`config.mk`:
```
export PLATFORM = sky130hd
export DESIGN_NAME = sensor_drain_port
export DESIGN_NICKNAME = d
export VERILOG_FILES = /design/src/rtl/drain_pkg.sv /design/src/rtl/drain_fifo.sv /design/src/rtl/drain_spi_shift.sv /design/src/rtl/sensor_drain_port.sv
export SDC_FILE = /design/constraint.sdc
export NUM_CORES = 1
export LEC_CHECK = 0
export BUFFER_PORTS_ARGS = -buffer_cell sky130_fd_sc_hd__buf_2
export CORE_MARGIN = 4
export CORE_UTILIZATION = 43
export DETAILED_ROUTE_END_ITERATION = 10
export PLACE_DENSITY = 0.6
export SETUP_SLACK_MARGIN = 0.4
export SKIP_LAST_GASP = 1
export SLEW_MARGIN = 10
export SYNTH_ARGS = -nofsm -noshare
export SYNTH_HDL_FRONTEND = slang
export SYNTH_SLANG_ARGS = --single-unit
export TNS_END_PERCENT = 1
```
`constraint.sdc`:
```
create_clock -name clk -period 6.95 [get_ports clk]
set_input_delay 0.3475 -clock clk [delete_from_list [all_inputs] [get_ports clk]]
set_output_delay 0.3475 -clock clk [all_outputs]
set_load 0.02 [all_outputs]
```
`src/rtl/drain_pkg.sv`:
```
package drain_pkg;

    localparam int DATA_W    = 8;
    localparam int FLAG_W    = 2;
    localparam int PAT_W     = 4;
    localparam int PAT_STEPS = 4;
    localparam int PAT_IDX_W = $clog2(PAT_STEPS);

    typedef struct packed {
        logic [FLAG_W-1:0] flags;
        logic [DATA_W-1:0] data;
    } entry_t;

    // rolling check nibble for step idx of the per-read sequence
    function automatic logic [PAT_W-1:0] pattern_at(input logic [PAT_IDX_W-1:0] idx);
        logic [PAT_W-1:0] p;
        case (idx)
            2'd0:    p = 4'b0101;
            2'd1:    p = 4'b1010;
            2'd2:    p = 4'b0011;
            default: p = 4'b1100;
        endcase
        return p;
    endfunction

endpackage

```
`src/rtl/drain_fifo.sv`:
```
module drain_fifo
    import drain_pkg::*;
#(
    parameter int DEPTH = 8
) (
    input  logic   clk,
    input  logic   rst_n,
    input  logic   push,
    input  entry_t push_entry,
    input  logic   pop,
    input  logic   ovf_clear,
    output entry_t head,
    output logic   empty,
    output logic   full,
    output logic   ovf
);

    localparam int PTR_W = (DEPTH > 1) ? $clog2(DEPTH) : 1;
    localparam int CNT_W = $clog2(DEPTH + 1);

    typedef struct packed {
        logic [PTR_W-1:0] wptr;
        logic [PTR_W-1:0] rptr;
        logic [CNT_W-1:0] cnt;
        logic             ovf;
    } ctl_t;

    ctl_t   c_d, c_q;
    entry_t mem_q [DEPTH];

    logic do_pop;
    logic is_full;
    logic overwrite;

    function automatic logic [PTR_W-1:0] step(input logic [PTR_W-1:0] p);
        return (p == PTR_W'(DEPTH - 1)) ? '0 : p + 1'b1;
    endfunction

    always_comb begin
        c_d       = c_q;
        is_full   = (c_q.cnt == CNT_W'(DEPTH));
        do_pop    = pop && (c_q.cnt != '0);
        // a same-cycle pop makes room, so only a lone write on full overwrites
        overwrite = push && is_full && !do_pop;

        if (push) c_d.wptr = step(c_q.wptr);
        if (do_pop || overwrite) c_d.rptr = step(c_q.rptr);

        if (push && !do_pop && !is_full) c_d.cnt = c_q.cnt + 1'b1;
        else if (do_pop && !push)        c_d.cnt = c_q.cnt - 1'b1;

        c_d.ovf = (c_q.ovf && !ovf_clear) || overwrite;
    end

    always_ff @(posedge clk or negedge rst_n) begin
        if (!rst_n) c_q <= '0;
        else        c_q <= c_d;
    end

    always_ff @(posedge clk) begin
        if (push) mem_q[c_q.wptr] <= push_entry;
    end

    assign head  = mem_q[c_q.rptr];
    assign empty = (c_q.cnt == '0);
    assign full  = (c_q.cnt == CNT_W'(DEPTH));
    assign ovf   = c_q.ovf;

endmodule

```
`src/rtl/drain_spi_shift.sv`:
```
module drain_spi_shift #(
    parameter int FRAME_W = 16
) (
    input  logic               clk,
    input  logic               rst_n,
    input  logic               enable,
    input  logic               sclk,
    input  logic               ss_n,
    input  logic [FRAME_W-1:0] load_word,
    output logic               miso,
    output logic               start,
    output logic               done
);

    localparam int CNT_W = $clog2(FRAME_W + 2);

    typedef struct packed {
        logic [1:0]         sclk_s;
        logic [1:0]         ss_s;
        logic               sclk_p;
        logic               ss_p;
        logic               in_frame;
        logic [FRAME_W-1:0] shreg;
        logic [CNT_W-1:0]   cnt;
        logic               bit_out;
    } sh_t;

    sh_t  s_d, s_q;
    logic ss_fall, ss_rise, sck_rise;

    always_comb begin
        s_d      = s_q;
        start    = 1'b0;
        done     = 1'b0;

        s_d.sclk_s = {s_q.sclk_s[0], sclk};
        s_d.ss_s   = {s_q.ss_s[0], ss_n};
        s_d.sclk_p = s_q.sclk_s[1];
        s_d.ss_p   = s_q.ss_s[1];

        ss_fall  = s_q.ss_p && !s_q.ss_s[1];
        ss_rise  = !s_q.ss_p && s_q.ss_s[1];
        sck_rise = !s_q.sclk_p && s_q.sclk_s[1];

        if (!enable) begin
            s_d.in_frame = 1'b0;
            s_d.bit_out  = 1'b0;
        end else if (ss_fall) begin
            start        = 1'b1;
            s_d.in_frame = 1'b1;
            s_d.shreg    = load_word;
            s_d.cnt      = '0;
            s_d.bit_out  = 1'b0;
        end else if (s_q.in_frame) begin
            if (ss_rise) begin
                s_d.in_frame = 1'b0;
                s_d.bit_out  = 1'b0;
                done         = (s_q.cnt == CNT_W'(FRAME_W));
            end else if (sck_rise) begin
                // leading edge: present next bit, host samples on trailing edge
                s_d.bit_out = s_q.shreg[FRAME_W-1];
                s_d.shreg   = {s_q.shreg[FRAME_W-2:0], 1'b0};
                if (s_q.cnt != CNT_W'(FRAME_W + 1)) s_d.cnt = s_q.cnt + 1'b1;
            end
        end
    end

    always_ff @(posedge clk or negedge rst_n) begin
        if (!rst_n) begin
            s_q      <= '0;
            s_q.ss_s <= 2'b11;
            s_q.ss_p <= 1'b1;
        end else begin
            s_q <= s_d;
        end
    end

    assign miso = s_q.bit_out && s_q.in_frame && enable;

endmodule

```
`src/rtl/sensor_drain_port.sv`:
```
module sensor_drain_port
    import drain_pkg::*;
#(
    parameter int DEPTH = 8
) (
    input  logic              clk,
    input  logic              rst_n,
    input  logic              wr_valid,
    input  logic [DATA_W-1:0] wr_data,
    input  logic [FLAG_W-1:0] wr_flags,
    input  logic              spi_en,
    input  logic              spi_sclk,
    input  logic              spi_ss_n,
    output logic              spi_miso,
    input  logic              reg_pop,
    output logic [DATA_W-1:0] reg_status,
    output logic [DATA_W-1:0] reg_data
);

    localparam int FRAME_W = 2 * DATA_W;

    typedef struct packed {
        logic [PAT_IDX_W-1:0] pat_idx;
        logic                 cap_ovf;
    } top_t;

    top_t   t_d, t_q;
    entry_t head;
    entry_t push_entry;
    logic   fifo_empty, fifo_full, fifo_ovf;
    logic   spi_start, spi_done;
    logic   reg_mode_pop, pop_any, ovf_clear;
    logic [DATA_W-1:0] status_now, data_now;

    assign push_entry = '{flags: wr_flags, data: wr_data};

    always_comb begin
        t_d          = t_q;
        reg_mode_pop = reg_pop && !spi_en;
        pop_any      = spi_done || reg_mode_pop;

        status_now = {pattern_at(t_q.pat_idx), fifo_empty, fifo_ovf,
                      fifo_empty ? {FLAG_W{1'b0}} : head.flags};
        data_now   = fifo_empty ? '0 : head.data;

        // clear only the overflow value that the popped status actually carried
        if (spi_done)          ovf_clear = t_q.cap_ovf;
        else if (reg_mode_pop) ovf_clear = fifo_ovf;
        else                   ovf_clear = 1'b0;

        if (spi_start) t_d.cap_ovf = fifo_ovf;
        if (pop_any)   t_d.pat_idx = t_q.pat_idx + 1'b1;
    end

    always_ff @(posedge clk or negedge rst_n) begin
        if (!rst_n) t_q <= '0;
        else        t_q <= t_d;
    end

    drain_fifo #(.DEPTH(DEPTH)) i_fifo (
        .clk        (clk),
        .rst_n      (rst_n),
        .push       (wr_valid),
        .push_entry (push_entry),
        .pop        (pop_any),
        .ovf_clear  (ovf_clear),
        .head       (head),
        .empty      (fifo_empty),
        .full       (fifo_full),
        .ovf        (fifo_ovf)
    );

    drain_spi_shift #(.FRAME_W(FRAME_W)) i_shift (
        .clk       (clk),
        .rst_n     (rst_n),
        .enable    (spi_en),
        .sclk      (spi_sclk),
        .ss_n      (spi_ss_n),
        .load_word ({status_now, data_now}),
        .miso      (spi_miso),
        .start     (spi_start),
        .done      (spi_done)
    );

    assign reg_status = spi_en ? '0 : status_now;
    assign reg_data   = spi_en ? '0 : data_now;

endmodule

```
; ---- Word level (Yosys, flattened, before mapping)
; Memories as Yosys holds them, arrays and structs flattened.
; Cells that the tools add are included.
[totals]
ramBits = 80
mem_count = 1
output_inout_bits = 17
ff_bits = 43
[op_classes]
n_reduce_logical = 34
n_addsub = 6
n_eq_ne = 10
n_mux = 28
[memory_table]
columns = memory, words, word_bits, read_ports, rd_ports_with_merged_regs, write_ports, line_no
row1 = i_fifo.mem_q, 8, 10, 1, 0, 1, drain_fifo.sv:29  ; entry_t mem_q [DEPTH];
[op_table]
columns = cell, n
row1 = 23-bit two-way mux, 2
row2 = 8-bit two-way mux, 3
row3 = 22-bit two-way mux, 1
row4 = 21-bit two-way mux, 1
row5 = 1-bit two-way mux, 14
row6 = 1-bit logical AND, 13
row7 = 4-bit case mux with 3 select lines, 1
row8 = 1-bit zero test, 8
row9 = 4-bit two-way mux, 2
row10 = 2-bit nonzero test, 4
row11 = 3-bit by 1-bit adder with 3-bit output (second input constant), 2
row12 = 3-bit == test (second input constant), 2
row13 = 3-bit two-way mux, 2
row14 = 5-bit by 1-bit adder with 5-bit output (second input constant), 1
row15 = 5-bit == test (second input constant), 1
row16 = 5-bit two-way mux, 1
row17 = 5-bit != test (second input constant), 1
row18 = 5-bit AND reduction, 1
row19 = 4-bit by 1-bit adder with 4-bit output (second input constant), 1
row20 = 4-bit == test (second input constant), 1
row21 = 4-bit zero test, 1
row22 = 4-bit by 1-bit != test with 1-bit output (second input constant), 1
row23 = 4-bit AND reduction, 1
row24 = 4-bit nonzero test, 1
row25 = other kinds (10), 12

; ---- Longest topological paths before layout
; Gate-level depths: netlist of run 1.
[logic_depth]
ltp_word = 12
ltp_mapped = 10
ltp_nobuf = 10

; ---- Hierarchy
; A second synthesis of run 1 with hierarchy kept.
[hier_totals]
hier_cells = 374
hier_area_um2 = 5565.3
[by_module_without_submodules]
columns = mod, area_each_um2, instances, cells_each
row1 = drain_fifo, 3779.9, 1, 184
row2 = drain_spi_shift, 1378.8, 1, 141
row3 = sensor_drain_port, 406.6, 1, 49

; ---- Least setup slack after synthesis of run 1
; Ideal clock, no wire load.
[synth_path]
path_kind = register -> register
from = register i_shift.s_q (netlist bit i_shift.s_d[23])
to = register i_fifo.c_q[2] (netlist bit)
arrival_time_ps = 2774
setup_slack_ps = 4050
period_less_slack_ps = 2900
path_stages_with_launch = 11
required_time_ps = 6824
path_buffers = 0
setup_ps = 126
cell_sequence = dfstp_2 > inv_1 > ha_1 > nor4b_4 > a211oi_1 > o21ai_0 > fa_1 > and2_1 > nand2_1 > o21ai_0 > a221o_1
[synth_lines]
columns = item, line_no
row1 = start: declaration, drain_spi_shift.sv:28  ; sh_t s_d, s_q;
row2 = end signal: assignment, drain_fifo.sv:56  ; if (!rst_n) c_q <= '0;
row3 = end signal: assignment, drain_fifo.sv:57  ; else c_q <= c_d;
row4 = end: declaration, drain_fifo.sv:28  ; ctl_t c_d, c_q;

==> results of run 1 <==
==> worst min-delay path by stage <==
stage / startpoint / slack (ns) / end
2_1_floorplan: rst_n / 0.05 / i_fifo.c_q[10]
3_3_place_gp: i_shift.s_d[28] / 0.33 / i_shift.s_d[24]
3_5_place_dp: i_shift.s_d[28] / 0.33 / i_shift.s_d[24]
4_1_cts: spi_ss_n / 0.03 / i_shift.s_d[26]
5_1_grt: spi_ss_n / 0.04 / i_shift.s_d[26]
6_report: spi_ss_n / 0.05 / i_shift.s_d[26]
==> registers in the layout, summed over array words and instances, names as in the netlist <==
name and count:
i_fifo.c_q 10, t_q 3, i_shift.s_q 25, i_fifo.mem_q 80, i_fifo.ovf 1, i_shift.s_d 4
==> layout make-up <==
| class | instances | area (um^2) | share of cell area (%) |
|---|---|---|---|
| clock inverter | 13 | 178 | 2.80 |
| tap | 168 | 210 | 3.31 |
| sequential | 123 | 3480 | 54.8 |
| timing repair buffer | 37 | 195 | 3.07 |
| clock buffer | 17 | 425 | 6.69 |
| inverter | 13 | 48.8 | 0.768 |
| multi-input combinational | 205 | 1820 | 28.6 |
==> power groups by stage <==
stage | clock (mW) | sequential (mW) | combinational [mW]
floorplan | 0 | 1.02 | 0.600
global placement | 0 | 1.07 | 0.727
detailed placement | 0 | 1.08 | 0.749
CTS | 0.917 | 1.07 | 0.753
global route | 0.951 | 1.09 | 0.817
finish | 0.903 | 1.07 | 0.735
==> worst reg2reg max path, stage by stage (launching register included) <==
cell	delay (ns)
dfstp_2	0.55
inv_1	0.05
ha_1	0.34
nor4b_4	0.52
a211oi_1	0.16
o21ai_0	0.47
fa_1	0.54
and2_1	0.19
nand2_1	0.06
o21ai_0	0.07
a221o_1	0.27
==> placed cells by master, fill, tap and decap left out, drive strengths merged, types with 3 or more instances in the layout <==
cell type  synthesis  layout
edfxtp            80      80
dfrtp             40      40
buf                9      37
nor2              28      28
o21ai             25      25
mux4              20      20
clkbuf             2      17
ha                16      16
nand2             15      15
inv               12      12
mux2i             12      12
clkinv             1       9
a22oi              8       8
a21oi              8       8
nand3              5       5
nand2b             5       5
mux2               5       5
nor2b              4       4
nor3               4       4
bufinv             0       4
xnor2              3       3
a221o              3       3
nand3b             3       3
a222oi             3       3
o211ai             3       3
dfstp              3       3
and2               3       3
or4                3       3
==> layer usage <==
layer,part of all wire (%),global-route usage (%),vias to the layer above
li1,-,-,1444
met4,0.85,5.31,2
met5,0.12,0,-
met2,52,26.2,70
met1,43,18.7,1551
met3,4.2,4.44,10
==> through the flow <==
stage	hold slack [ns]	util [%]	worst slack, ns
after global routing	0.0371	52.3	3.34
after global placement	0.334	47.3	3.75
after CTS	0.0292	52.3	3.58
final	0.0469	52.3	3.61
after detailed placement	0.335	47.3	3.60
after floorplan	0.0519	-	4.05
==> cell families after synthesis <==
| group | count (synthesis) |
|---|---|
| mux | 37 |
| simple gates | 82 |
| flops | 123 |
| compound gates | 64 |
| fa+ha+maj | 17 |
| xor+xnor | 5 |
| buf+inv | 25 |
==> out/qor.yml, run 1 <==
status:
  status: "finished clean"
synth:
  yosysTopAreaCell: "edfxtp_1"
  synth_common_cells: "80 x edfxtp_1, 40 x dfrtp_1, 26 x nor2_1, 22 x o21ai_0, 20 x mux4_2"
  synthSimpleGateAreaFrac_pct: 8.59
  yosys_warnings: 0
  synth_edf_count: 80
  post_synth.cell_area_avg_um2: 15.4
  synth.area.top_cells: "edfxtp_1 44%, dfrtp_1 18%, mux4_2 8.3%, ha_1 3.7%, mux2i_1 2.2%"
  postSynth.asyncResetShare_pct: 35.0
  synth_mux_area_share_pct: 11.8
  post-synth-top-count-cell: "edfxtp_1"
  synth_seq_cells: 123
  synth-compound-area-share_pct: 8.25
  synth_top_family_by_area: "multiplexers"
  syn-cell-area_um2: 5430
  synth_top_area_share_pct: 44.2
  postSynthCellCount: 353
  synth-seq-area-share_pct: 64.1
  synth_nets: 387
  synth_cell_types: 63
  synthXorXnorAreaFrac_pct: 0.806
  synth-adder-area-share_pct: 4.06
  synthFlopType: "edfxtp_1"
sta:
  setup_tns_ns: 0
  maxSlewHeadroom_pct: 23.2
  finalCritPeriodShare_pct: 48.1
  tightest_slew_ns: 1.15
  setup_viol: 0
  drv_slew: 0
  finClkSkew_ns: 0.00987
  max_clock_freq_mhz: 299
  rsz0062_at_grt: "no"
  fin_crit_ns: 3.34
  final_hold_viol_count: 0
clock_network:
  cts.sinks: 123
  cts_setup_buffers: 0
  clock_latency_ns: 0.41
  cts_hold_buf: 0
  htreeDepth: 4
  clockBufferDepth: 2
  cts_tree: "built"
  ctsRootBufferMaster: "clkbuf_16"
  cts_resized: 0
  numCtsBuffers: 17
  clkSlewWorstSetupHoldPaths_ns: 0.05
critical_path:
  cp_max_fo: 12
  startpoint_type: "flip-flop"
  cp.depth: 10
  crit_slowest_cell: "dfstp_2"
  slowest_delay_ns: 0.55
  r2r-start: "i_shift.s_d[23]"
  ff2ff_setup_slack_ns: 3.61
  path_common_cell: "o21ai_0"
  crit_path_end: "i_fifo.c_q[2]"
  crit_family: "compound AO/OA/AOI/OAI gates"
  cp-end-kind: "flip-flop"
  worst-r2r-cell-count: 10
  crit_chain: "inv_1 -> ha_1 -> nor4b_4 -> a211oi_1 -> o21ai_0 -> fa_1 -> and2_1 -> nand2_1 -> o21ai_0 -> a221o_1"
  crit_arrival_ns: 3.63
  cp.buffers_inverters: 1
  worstSetupPathType: "reg2reg"
  r2r_end: "i_fifo.c_q[2]"
  worstPathRequired_ns: 7.23
  startpoint: "i_shift.s_d[23]"
routing:
  drt-initial-drc-count: 271
  drc: 0
  dr.pass1.iters: 6
  wl_um: 10400
  via_per_inst: 5.34
  via_count: 3077
  ant_nets: 0
  avgRoutedWirePerCell_um: 18.1
power:
  p_switching_uw: 833
  seqPwrFrac_pct: 39.4
  p_clk_share_pct: 33.4
  combinationalPowerShare_pct: 27.2
  swShare_pct: 30.8
  power_density_nw_per_um2: 425
  vdd_ir_drop_max_mv: 0.192
  fin_total_pwr_mw: 2.70
  leakage_nw: 2.45
  power.internal_mw: 1.87
hold_path:
  holdCritPathClass: "in2reg"
  min_path_cells: 1
floorplanning:
  dieArea_um2: 14500
  dieWidth_um: 120
  chipHeight_um: 120
  fp-row-count: 40
  initial_core_util_pct: 44.7
  design.portCount: 34
  fp.coreArea_um2: 12200
placed_design:
  dpl_cell_area_um2: 5750
  routabilityCongestion: 0.802
  post-place-cells: 546
  numPortBuffers: 33
  place_hpwl_um: 6640
cells_and_area:
  stdcell_count: 576
  drive_above_1_share_pct: 25.7
  area_growth_pct: 17.1
  nNetsFinal: 431
  fillers: 1014
  postLayoutCellArea_um2: 6360
  antenna_cells: 0
grt:
  grt-ovfl-total: 0
  grt_use_total_pct: 15.4
  antenna_found_initial: 1
  grt_max_degree: 44
  grt_pass1_wl_um: 16800
  grt_pass1_vias: 3145
flow_run:
  cap_viol_max_count: 0
Note: power is estimated with default switching activity, not from simulation.
==> inputs of run 2 (changes only) <==
Settings changed: ABC_AREA from default to 1, PLACE_DENSITY 0.6 to 0.62.
Clock period 6.95 ns to 3.03 ns, I/O delays scaled along.
==> run 2 against run 1 <==
Power grew 120%. Via count is 25% higher. Flip-flop and latch count did not move.
==> out/qor.yml, run 2 <==
clock_network:
  ctsRootBufferMaster: "clkbuf_16"
  clock_latency_ns: 0.42  # about the same
  cts.sinks: 123  # unchanged
  clkSlewWorstSetupHoldPaths_ns: 0.06  # about the same
  numCtsBuffers: 17  # unchanged
  clockBufferDepth: 2  # unchanged
  htreeDepth: 4  # unchanged
  cts_tree: "built"
synth:
  synth_seq_cells: 123  # unchanged
  synth_common_cells: "97 x nor2_1, 80 x edfxtp_1, 71 x nand2_1, 51 x o21ai_0, 40 x dfrtp_1"
  yosys_warnings: 0  # unchanged
  synth_top_area_share_pct: 43.9  # -0.31 points
  syn-cell-area_um2: 5470  # +0.71%
  postSynthCellCount: 513  # +45%
  synth_nets: 547  # +41%
  synth_edf_count: 80  # unchanged
  synthFlopType: "edfxtp_1"
  yosysTopAreaCell: "edfxtp_1"
  synth-seq-area-share_pct: 63.7  # -0.45 points
  synth_cell_types: 35  # -44%
  synth.area.top_cells: "edfxtp_1 44%, dfrtp_1 18%, nor2_1 6.7%, nand2_1 4.9%, o21ai_0 4.7%"
  postSynth.asyncResetShare_pct: 35.0  # unchanged
  post_synth.cell_area_avg_um2: 10.7  # -31%
  post-synth-top-count-cell: "nor2_1"
routing:
  drc: 0  # unchanged
  wl_um: 11900  # +14%
  avgRoutedWirePerCell_um: 16.0  # -12%
  via_count: 3837  # +25%
  ant_nets: 0  # unchanged
  via_per_inst: 5.16  # -3.3%
  drt-initial-drc-count: 471  # +74%
  dr.pass1.iters: 5  # -1
cells_and_area:
  layout_commonest_cell: "nor2_1"
  nNetsFinal: 596  # +38%
  largest_registers: "i_fifo.mem_q: 80 flops, i_shift.s_q: 25 flops, i_fifo.c_q: 10 flops"
  layout_common_cells: "97 x nor2_1, 80 x edfxtp_1, 71 x nand2_1"
  drive_above_1_share_pct: 16.2  # -9.6 points
  antenna_cells: 0  # unchanged
  largest_register_ffs: 80  # unchanged
  post-route-util_pct: 52.5  # +0.25 points
  area_growth_pct: 17.3
  postLayoutCellArea_um2: 6410  # +0.89%
  largest_register: "i_fifo.mem_q"
placed_design:
  place_hpwl_um: 7520  # +13%
  numPortBuffers: 33  # unchanged
  dpl_cell_area_um2: 5800  # +0.80%
  routabilityCongestion: 0.838  # +4.6%
grt:
  grt-ovfl-total: 0  # unchanged
  grt_max_degree: 44  # unchanged
  grt_use_total_pct: 17.3  # +2.0 points
  grt_pass1_wl_um: 19100  # +14%
  grt_pass1_vias: 3642  # +16%
  antenna_found_initial: 0  # -1
floorplanning:
  chipHeight_um: 121  # +0.33%
  fp.coreArea_um2: 12200  # +0.41%
  dieWidth_um: 121  # +0.33%
  initial_core_util_pct: 44.8  # +0.13 points
  design.portCount: 34  # unchanged
  dieArea_um2: 14600  # +0.67%
  fp-row-count: 40  # unchanged
hold_path:
  min_path_cells: 1  # unchanged
  holdCritPathClass: "in2reg"
  min_from: "wr_data[0]"
  holdPathEnd: "i_fifo.mem_q[0][0]"
power:
  vdd_ir_drop_max_mv: 0.445  # +130%
  power_density_nw_per_um2: 941  # +120%
  leakage_nw: 2.62  # +6.9%
critical_path:
  worst-r2r-cell-count: 18  # +8
  cp-end-kind: "output pin"
  r2r-start: "i_shift.s_d[23]"
  cp_max_fo: 12  # unchanged
  startpoint_type: "flip-flop"
  ff2ff_setup_slack_ns: 0.68  # -2.93 ns
  r2r_end: "i_fifo.c_q[4]"
  worstSetupPathType: "reg2out"
  worstPathRequired_ns: 2.88  # -4.35 ns
  crit_arrival_ns: 2.30  # -1.33 ns
sta:
  max_clock_freq_mhz: 409
  fin_crit_ns: 2.45
  finClkSkew_ns: 0.00724  # -0.00263 ns
  setup_tns_ns: 0  # unchanged
  tightest_slew_ns: 0.952  # -0.196 ns
  maxSlewHeadroom_pct: 36.5  # +13 points
  final_hold_viol_count: 0  # unchanged
  drv_slew: 0  # unchanged
  setup_viol: 0  # unchanged
  holdWs_ns: 0.00895  # -0.0379 ns
  rsz0062_at_grt: "no"
  finalCritPeriodShare_pct: 80.8
status:
  status: "finished clean"
flow_run:
  cap_viol_max_count: 0  # unchanged
[run 2: changes by cell type after synthesis, sizes merged, moves of 11 or more]
cell,before,now
nor2,28,99
nand2,15,77
o21ai,25,56
nand3,5,31
inv,12,34
mux4,20,0
o211ai,3,18
mux2i,12,0
nand4,0,11
[run 2: power by group]
part / total, mW / switching [mW] / leakage [nW] / internal (mW)
sequential: 2.33 / 0.210 / 1.26 / 2.12
combinational: 1.87 / 1.27 / 1.11 / 0.607
clock: 1.83 / 0.715 / 0.251 / 1.12
[run 2: cell type report]
class                   count  area [um^2]
fillers                  1105         5800
flip-flops and latches    123         3480
multi-input cells         333         1730
clock buffers              20          437
repair buffers             53          330
well taps                 168          210
inverters                  34          128
clock inverters            12          100
[run 2: metal layers]
layer	part of all wire [%]	wire length (um)	up-vias	track usage (%)
met5	0	0	-	0
met2	48	5660	117	27.1
met3	6.0	714	18	5.71
met4	1.4	162	0	5.88
li1	-	-	1860	-
met1	45	5350	1842	22.8
[run 2: worst max path at each step]
stage,startpoint,endpoint,slack (ns),cells past startpoint
after floorplan,i_shift.s_d[23],i_fifo.c_q[4],0.79,18
after global placement,i_shift.s_d[23],i_fifo.c_q[4],0.67,18
after detailed placement,i_shift.s_d[23],i_fifo.c_q[4],0.55,18
after CTS,i_shift.s_d[23],i_fifo.c_q[4],0.54,18
after global routing,i_fifo.c_q[6],reg_data[3],0.42,6
final,i_fifo.c_q[7],reg_data[0],0.58,5
[run 2: logic make-up after synthesis]
family / after synthesis / synth area share (%)
compound gates: 90 / 9.33
xor+xnor: 4 / 0.778
fa+ha+maj: 17 / 4.03
buf+inv: 57 / 4.94
flops: 123 / 63.7
simple gates: 222 / 17.3
[run 2: critical path, cell delays in order, from the launching register on]
cell and delay (ns):
dfrtp_1 0.70, inv_1 0.41, o211ai_1 0.26, nand3_1 0.20
nor2_1 0.12, buf_2 0.17
[run 2: timing repair]
item                       in CTS  in global routing
setup endpoints to repair       0                  1
gates resized for setup         0                  2
buffers inserted                0                  1
hold endpoints to repair       64                  0
hold buffers                    6                  0
[run 2: stage by stage]
stage | setup slack (ns) | power [mW] | std cells
floorplan | 0.792 | 3.65 | 513
global placement | 0.669 | 4.17 | 704
detailed placement | 0.554 | 4.21 | 704
CTS | 0.540 | 6.05 | 742
global route | 0.419 | 6.42 | 743
finish | 0.583 | 6.03 | 743
